[src/rtl/iodec_pkg.sv]
// Shared constants for the I/O cycle decoder: bus command codes and the
// fixed window table. Assumes fixed windows do not overlap one another.
package iodec_pkg;

    localparam int NFIX = 4;

    localparam logic [3:0] CMD_IO_RD = 4'b0010;
    localparam logic [3:0] CMD_IO_WR = 4'b0011;

    // Lower bound of fixed window i
    function automatic logic [15:0] fix_lo(input int i);
        case (i)
            0:       return 16'h0000;
            1:       return 16'h0020;
            2:       return 16'h0070;
            default: return 16'h00F0;
        endcase
    endfunction

    // Upper bound (inclusive) of fixed window i
    function automatic logic [15:0] fix_hi(input int i);
        case (i)
            0:       return 16'h000F;
            1:       return 16'h003F;
            2:       return 16'h0077;
            default: return 16'h00FF;
        endcase
    endfunction

    // Whether a claim through fixed window i is passed downstream
    function automatic logic fix_fwd(input int i);
        return (i >= 2);
    endfunction

endpackage

[src/rtl/iodec_span.sv]
// Access span: forms the address of the last byte of an access, one bit
// wider than the address, and reports its top bit. Assumes the byte
// enables describe a contiguous access whose length is their bit count.
module iodec_span #(
    parameter int AW = 16
) (
    input  logic [AW-1:0] addr,
    input  logic [3:0]    be,
    output logic [AW:0]   last_byte,
    output logic          wrap
);
    logic [2:0] nbytes;
    logic [2:0] nbytes_m1;

    // Length from the enables, an empty mask counting as one byte
    always_comb begin
        nbytes    = 3'($countones(be));
        nbytes_m1 = (nbytes == 3'd0) ? 3'd0 : nbytes - 3'd1;
    end

    // Widened sum exposing the carry past the top of I/O space
    always_comb begin
        last_byte = {1'b0, addr} + {{(AW-2){1'b0}}, nbytes_m1};
        wrap      = last_byte[AW];
    end
endmodule

[src/rtl/iodec_cfg_reg.sv]
// Configuration holding register. Reset enables every fixed window and
// clears variable windows and subtractive mode. Assumes cfg_we is a
// synchronous strobe.
module iodec_cfg_reg
    import iodec_pkg::*;
#(
    parameter int AW   = 16,
    parameter int NVAR = 2
) (
    input  logic               clk,
    input  logic               rst_n,
    input  logic               we,
    input  logic [NFIX-1:0]    fix_en_in,
    input  logic [NVAR-1:0]    var_en_in,
    input  logic [NVAR*AW-1:0] var_base_in,
    input  logic               sub_en_in,
    output logic [NFIX-1:0]    fix_en,
    output logic [NVAR-1:0]    var_en,
    output logic [NVAR*AW-1:0] var_base,
    output logic               sub_en
);
    // Load or reset the configuration fields
    always_ff @(posedge clk) begin
        if (!rst_n) begin
            fix_en   <= '1;
            var_en   <= '0;
            var_base <= '0;
            sub_en   <= 1'b0;
        end else if (we) begin
            fix_en   <= fix_en_in;
            var_en   <= var_en_in;
            var_base <= var_base_in;
            sub_en   <= sub_en_in;
        end
    end
endmodule

[src/rtl/iodec_match.sv]
// Window matcher: compares a start address with every fixed and variable
// window and picks the winner. Fixed beats variable, and a lower index
// beats a higher one. Variable windows are 2**VSH bytes, aligned.
module iodec_match
    import iodec_pkg::*;
#(
    parameter int AW   = 16,
    parameter int NVAR = 2,
    parameter int VSH  = 4,
    parameter int IW   = 3
) (
    input  logic [AW-1:0]      addr,
    input  logic [NFIX-1:0]    fix_en,
    input  logic [NVAR-1:0]    var_en,
    input  logic [NVAR*AW-1:0] var_base,
    output logic               hit,
    output logic [IW-1:0]      idx,
    output logic               fwd
);
    localparam int NONE = NFIX + NVAR;

    logic [NFIX-1:0] fhit;
    logic [NVAR-1:0] vhit;

    // One comparator pair per fixed window
    for (genvar i = 0; i < NFIX; i++) begin : g_fix
        assign fhit[i] = fix_en[i]
                      && (addr >= AW'(fix_lo(i)))
                      && (addr <= AW'(fix_hi(i)));
    end

    // One aligned equality compare per variable window
    for (genvar j = 0; j < NVAR; j++) begin : g_var
        assign vhit[j] = var_en[j]
                      && (addr[AW-1:VSH] == var_base[j*AW+VSH +: AW-VSH]);
    end

    // Priority pick: scan from weakest to strongest so the strongest wins
    always_comb begin
        hit = 1'b0;
        idx = IW'(NONE);
        fwd = 1'b0;
        for (int j = NVAR - 1; j >= 0; j--) begin
            if (vhit[j]) begin
                hit = 1'b1;
                idx = IW'(NFIX + j);
                fwd = 1'b1;
            end
        end
        for (int i = NFIX - 1; i >= 0; i--) begin
            if (fhit[i]) begin
                hit = 1'b1;
                idx = IW'(i);
                fwd = fix_fwd(i);
            end
        end
    end
endmodule

[src/rtl/iodec_claim_seq.sv]
// Claim timing sequencer: latches the decode at the address edge and
// counts edges. It pulses claim at edge 2 for a positive hit, or at edge 4
// for a subtractive claim that no other agent has pre-empted. A new frame
// strobe always restarts it.
module iodec_claim_seq #(
    parameter int IW   = 3,
    parameter int NONE = 6
) (
    input  logic          clk,
    input  logic          rst_n,
    input  logic          frame_start,
    input  logic          is_io,
    input  logic          dec_hit,
    input  logic [IW-1:0] dec_idx,
    input  logic          dec_fwd,
    input  logic          dec_wrap,
    input  logic          sub_en,
    input  logic          ext_claim,
    output logic          claim,
    output logic [IW-1:0] hit_idx,
    output logic          forward,
    output logic          wrap
);
    localparam logic [2:0] POS_EDGE = 3'd2;
    localparam logic [2:0] SUB_EDGE = 3'd4;

    logic [2:0] age;
    logic       busy;
    logic       pos;
    logic       pfwd;
    logic       supp;
    logic       sub_lat;

    // Frame capture, edge counting and claim generation
    always_ff @(posedge clk) begin
        if (!rst_n) begin
            claim   <= 1'b0;
            hit_idx <= IW'(NONE);
            forward <= 1'b0;
            wrap    <= 1'b0;
            age     <= 3'd0;
            busy    <= 1'b0;
            pos     <= 1'b0;
            pfwd    <= 1'b0;
            supp    <= 1'b0;
            sub_lat <= 1'b0;
        end else begin
            claim <= 1'b0;
            if (frame_start) begin
                wrap    <= dec_wrap;
                forward <= 1'b0;
                if (is_io) begin
                    busy    <= 1'b1;
                    age     <= 3'd1;
                    pos     <= dec_hit;
                    pfwd    <= dec_fwd;
                    supp    <= 1'b0;
                    sub_lat <= sub_en;
                    hit_idx <= dec_idx;
                end else begin
                    busy    <= 1'b0;
                    hit_idx <= IW'(NONE);
                end
            end else if (busy) begin
                if (pos && age == POS_EDGE) begin
                    claim   <= 1'b1;
                    forward <= pfwd;
                    busy    <= 1'b0;
                end else if (age == SUB_EDGE) begin
                    busy <= 1'b0;
                    if (!pos && sub_lat && !supp && !ext_claim) begin
                        claim   <= 1'b1;
                        forward <= 1'b1;
                    end
                end else begin
                    age <= age + 3'd1;
                    if (ext_claim) supp <= 1'b1;
                end
            end
        end
    end
endmodule

[src/rtl/io_claim_decoder.sv]
// I/O cycle address decoder top. It joins the configuration register, the
// span calculator, the window matcher and the claim sequencer. Assumes
// addr, be and cmd are valid on the frame_start cycle only.
module io_claim_decoder
    import iodec_pkg::*;
#(
    parameter int AW   = 16,
    parameter int NVAR = 2,
    parameter int VSH  = 4,
    localparam int NIDX = NFIX + NVAR + 1,
    localparam int IW   = $clog2(NIDX)
) (
    input  logic               clk,
    input  logic               rst_n,
    input  logic               frame_start,
    input  logic [AW-1:0]      addr,
    input  logic [3:0]         be,
    input  logic [3:0]         cmd,
    input  logic               ext_claim,
    input  logic               cfg_we,
    input  logic [NFIX-1:0]    cfg_fix_en,
    input  logic [NVAR-1:0]    cfg_var_en,
    input  logic [NVAR*AW-1:0] cfg_var_base,
    input  logic               cfg_sub_en,
    output logic               claim,
    output logic [IW-1:0]      hit_idx,
    output logic               forward,
    output logic               wrap
);
    logic [NFIX-1:0]    fix_en;
    logic [NVAR-1:0]    var_en;
    logic [NVAR*AW-1:0] var_base;
    logic               sub_en;
    logic [AW:0]        last_byte;
    logic               dec_wrap;
    logic               dec_hit;
    logic [IW-1:0]      dec_idx;
    logic               dec_fwd;
    logic               is_io;

    // Only I/O read and write commands are candidates for a claim
    assign is_io = (cmd == CMD_IO_RD) || (cmd == CMD_IO_WR);

    iodec_cfg_reg #(.AW(AW), .NVAR(NVAR)) u_cfg (
        .clk         (clk),
        .rst_n       (rst_n),
        .we          (cfg_we),
        .fix_en_in   (cfg_fix_en),
        .var_en_in   (cfg_var_en),
        .var_base_in (cfg_var_base),
        .sub_en_in   (cfg_sub_en),
        .fix_en      (fix_en),
        .var_en      (var_en),
        .var_base    (var_base),
        .sub_en      (sub_en)
    );

    iodec_span #(.AW(AW)) u_span (
        .addr      (addr),
        .be        (be),
        .last_byte (last_byte),
        .wrap      (dec_wrap)
    );

    iodec_match #(.AW(AW), .NVAR(NVAR), .VSH(VSH), .IW(IW)) u_match (
        .addr     (addr),
        .fix_en   (fix_en),
        .var_en   (var_en),
        .var_base (var_base),
        .hit      (dec_hit),
        .idx      (dec_idx),
        .fwd      (dec_fwd)
    );

    iodec_claim_seq #(.IW(IW), .NONE(NFIX + NVAR)) u_seq (
        .clk         (clk),
        .rst_n       (rst_n),
        .frame_start (frame_start),
        .is_io       (is_io),
        .dec_hit     (dec_hit),
        .dec_idx     (dec_idx),
        .dec_fwd     (dec_fwd),
        .dec_wrap    (dec_wrap),
        .sub_en      (sub_en),
        .ext_claim   (ext_claim),
        .claim       (claim),
        .hit_idx     (hit_idx),
        .forward     (forward),
        .wrap        (wrap)
    );

    // The full last-byte address is kept for observation; only its top bit leaves
    logic unused_span;
    assign unused_span = ^last_byte[AW-1:0];
endmodule

[config.mk]
export PLATFORM = sky130hd
export DESIGN_NAME = io_claim_decoder
export DESIGN_NICKNAME = d
export VERILOG_FILES = /design/src/rtl/iodec_pkg.sv /design/src/rtl/iodec_span.sv /design/src/rtl/iodec_cfg_reg.sv /design/src/rtl/iodec_match.sv /design/src/rtl/iodec_claim_seq.sv /design/src/rtl/io_claim_decoder.sv
export SDC_FILE = /design/constraint.sdc
export NUM_CORES = 1
export LEC_CHECK = 0
export ABC_AREA = 1
export BUFFER_PORTS_ARGS = -buffer_cell sky130_fd_sc_hd__buf_2
export CAP_MARGIN = 10
export CORE_MARGIN = 5
export CORE_UTILIZATION = 50
export CTS_CLUSTER_SIZE = 8
export DETAILED_ROUTE_END_ITERATION = 6
export GPL_ROUTABILITY_DRIVEN = 0
export GPL_TIMING_DRIVEN = 0
export HOLD_SLACK_MARGIN = 0.05
export PLACE_DENSITY = 0.75
export SLEW_MARGIN = 20
export SYNTH_ARGS = -nofsm -noshare
export SYNTH_HDL_FRONTEND = slang
export SYNTH_SLANG_ARGS = --single-unit
[constraint.sdc]
create_clock -name clk -period 6.9 [get_ports clk]
set_input_delay 0 -clock clk [delete_from_list [all_inputs] [get_ports clk]]
set_output_delay 0 -clock clk [all_outputs]
set_load 0.05 [all_outputs]
==> flow_summary.json <==
{
  "power_density_nw_per_um2": 186,
  "drc": 0,
  "wl_per_cell_um": 12.8,
  "area_growth_pct": 36.0,
  "antenna_found_initial": 0,
  "overflow": 0,
  "core-area_um2": 4660,
  "final-hold-violation-count": 0,
  "synthSimpleGateAreaFrac": 0.300,
  "grt_max_degree": 14,
  "fin_area_um2": 3230,
  "ys_seq_area_frac": 0.379,
  "power_frac_seq": 0.470,
  "nNetsFinal": 534,
  "cp_slowest_cell": "fa_1",
  "synthesis.nets": 428,
  "final_max_slew_viol_count": 0,
  "root_buffer": "clkbuf_8",
  "synth_xor_xnor_area_share": 0.0148,
  "port_buffers": 64,
  "cp.buffers_inverters": 2,
  "max_freq_mhz": 467,
  "avgSynthCellArea_um2": 6.82,
  "switching_share": 0.261,
  "synth_top_area_frac": 0.379,
  "post-cts-setup-buffers": 0,
  "via_per_inst": 5.06,
  "clkTransAtPathRegs_ns": 0.09,
  "power_w": 0.000600,
  "yosysMostFrequentCell": "nand2_1",
  "cp.arrival_ns": 2.33,
  "synth_top_cell_by_area": "dfxtp_1",
  "cp.required_ns": 7.09,
  "critPathLaunchType": "input pin",
  "synth.area.top_cells": "dfxtp_1, nand2_1, nor2_1",
  "fill_cells": 394,
  "drtAntennaViolNets": 0,
  "synth_cells": 348,
  "hp-class": "input pin to flip-flop",
  "yosysWarningCount": 0,
  "synthMuxAreaShare": 0,
  "firstDrtPassIters": 4,
  "async_reset_ff_frac": 0,
  "cts_buffers": 5,
  "power.switching_w": 0.000156,
  "cts_buffer_depth": 2,
  "drt_iter0_markers": 181,
  "ioPinCount": 74,
  "die_width_um": 78.9,
  "outcome": "complete, no violations",
  "critPathMaxFanout": 2,
  "num_antenna_cells": 0,
  "synth_ff_type": "dfxtp_1",
  "synth.distinct_cells": 31,
  "worst_pin_slew_ns": 0.454,
  "max_cap_viol_count": 0,
  "relSlewSlack": 0.697,
  "dieHeight_um": 78.9,
  "vias": 2577,
  "path_class": "input pin to flip-flop",
  "drive_gt1_frac": 0.209,
  "h-tree-depth": 2,
  "grt_pass1_wl_um": 10700,
  "die_area_um2": 6230,
  "p_clk_frac": 0.346,
  "start_util": 0.510,
  "rows": 25,
  "ys_seq_elements": 45,
  "clk_latency_ns": 0.30,
  "slowest_delay_ns": 0.49,
  "rsz0062_at_grt": "false",
  "grt_pass1_vias": 2409,
  "hpwl_um": 4870,
  "cp-end-kind": "flip-flop",
  "fin_tns_setup_ns": 0,
  "routed_wl_um": 6520,
  "crit_path_frequent_cell": "ha_1",
  "finalSetupViolations": 0,
  "clock-sinks": 45,
  "vdd_drop_max_mv": 0.0901,
  "synth_common_cells": "nand2_1, nor2_1, dfxtp_1",
  "syn_area_um2": 2370,
  "crit_family": "adder cells",
  "total_leakage_power_nw": 1.57,
  "synth_compound_area_frac": 0.151,
  "cp_cell_sequence": "buf_2 > ha_1 > ha_1 > fa_1 > inv_1 > ha_1 > ha_1 > nor2_1 > ha_1 > a31oi_1 > nor2_1 > o211ai_1 > o21ai_0",
  "grt_usage": 0.218,
  "post_dp_cell_area_um2": 2760,
  "cts_tree": "done",
  "synth-edff-count": 0,
  "pwr-share-comb": 0.184,
  "p_int_w": 0.000443,
  "finalCritPeriodShare": 0.310,
  "period_minus_slack_ns": 2.14,
  "synth_adder_area_share": 0.0664,
  "clock_skew_ns": 0.00674,
  "synth_top_family_by_area": "simple AND/OR/NAND/NOR gates"
}
per-stage QoR:
step | util | hold slack, ns | setup slack [ns] | instances
4_1_cts | 0.693 | 0.0596 | 4.73 | 509
3_3_place_gp | 0.593 | 0.214 | 4.49 | 466
2_1_floorplan | - | 0.126 | 4.70 | 348
6_report | 0.693 | 0.0526 | 4.76 | 509
5_1_grt | 0.693 | 0.0998 | 4.62 | 509
3_5_place_dp | 0.593 | 0.224 | 4.41 | 466
state kept, by name (all words and copies together), names as in the netlist:
register        cells
u_cfg.fix_en        4
u_cfg.sub_en        1
u_cfg.var_base     24
u_cfg.var_en        2
u_seq.age           3
u_seq.busy          1
u_seq.claim         1
u_seq.forward       1
u_seq.hit_idx       3
u_seq.pfwd          1
u_seq.pos           1
u_seq.sub_lat       1
u_seq.supp          1
u_seq.wrap          1
cell families (layout without fill, tap and decap cells):
logic type | Yosys count | in the layout
AO/OA/AOI/OAI | 67 | 67
XOR/XNOR | 4 | 4
adder cells (fa/ha/maj) | 12 | 12
buffers and inverters | 56 | 163
flip-flops | 45 | 45
AND/OR/NAND/NOR | 164 | 164
routing by layer:
metal  share of wire  GRT usage
met2            0.50      0.392
met4           0.015     0.0636
met3           0.056     0.0408
met5               0          0
met1            0.43      0.264
power by group through the flow:
| stage | logic, W | clock network, W | registers, W |
|---|---|---|---|
| floorplan | 0.0000577 | 0 | 0.000285 |
| global placement | 0.0000899 | 0 | 0.000287 |
| detailed placement | 0.0000942 | 0 | 0.000288 |
| CTS | 0.000110 | 0.000209 | 0.000281 |
| global route | 0.000126 | 0.000219 | 0.000283 |
| finish | 0.000110 | 0.000208 | 0.000282 |
layout by cell type, fill, tap and decap left out, types with 2 or more instances in the layout:
master and n:
ha_1 11, nand2_2 2, dlygate4sd3_1 35, nand2_1 68
dfxtp_1 45, clkbuf_8 6, nand3_1 10, o21ai_0 37
a21oi_1 19, o211ai_1 3, nand4_1 5, nor4_1 2
nor2_1 60, inv_1 37, xor2_1 2, inv_2 10
clkbuf_1 9, nor3_1 5, nor2_2 5, xnor2_1 2
nand3_2 2, o21ai_1 4, buf_2 64
worst min-delay path, stage by stage:
cell and delay (ns):
buf_2 0.10, nor3_4 0.06, nor3_1 0.15
final timing paths:
path / start / endpoint / slack [ns] / cells past startpoint
worst max-delay path: be[2] / u_seq.wrap / 4.76 / 13
worst min-delay path: cmd[3] / u_seq.supp / 0.05 / 3
worst max register to register: u_seq.age[0] / u_seq.forward / 5.50 / 7
worst min register to register: u_seq.hit_idx[0] / u_seq.hit_idx[0] / 0.45 / 2
cell type report:
type	instances	area [µm²]	share of cell area
inverter	47	176	0.0546
buffer	9	33.8	0.0105
timing repair buffer	99	671	0.208
clock inverter	1	30.0	0.00930
sequential	45	901	0.279
tap	54	67.6	0.0209
multi-input combinational	247	1260	0.391
clock buffer	7	86.3	0.0267
repair_timing:
item                      CTS  global route
hold buffers               35             0
hold endpoints to repair   33             0
resized for setup           0             0
Note: power is estimated with default switching activity, not from simulation.
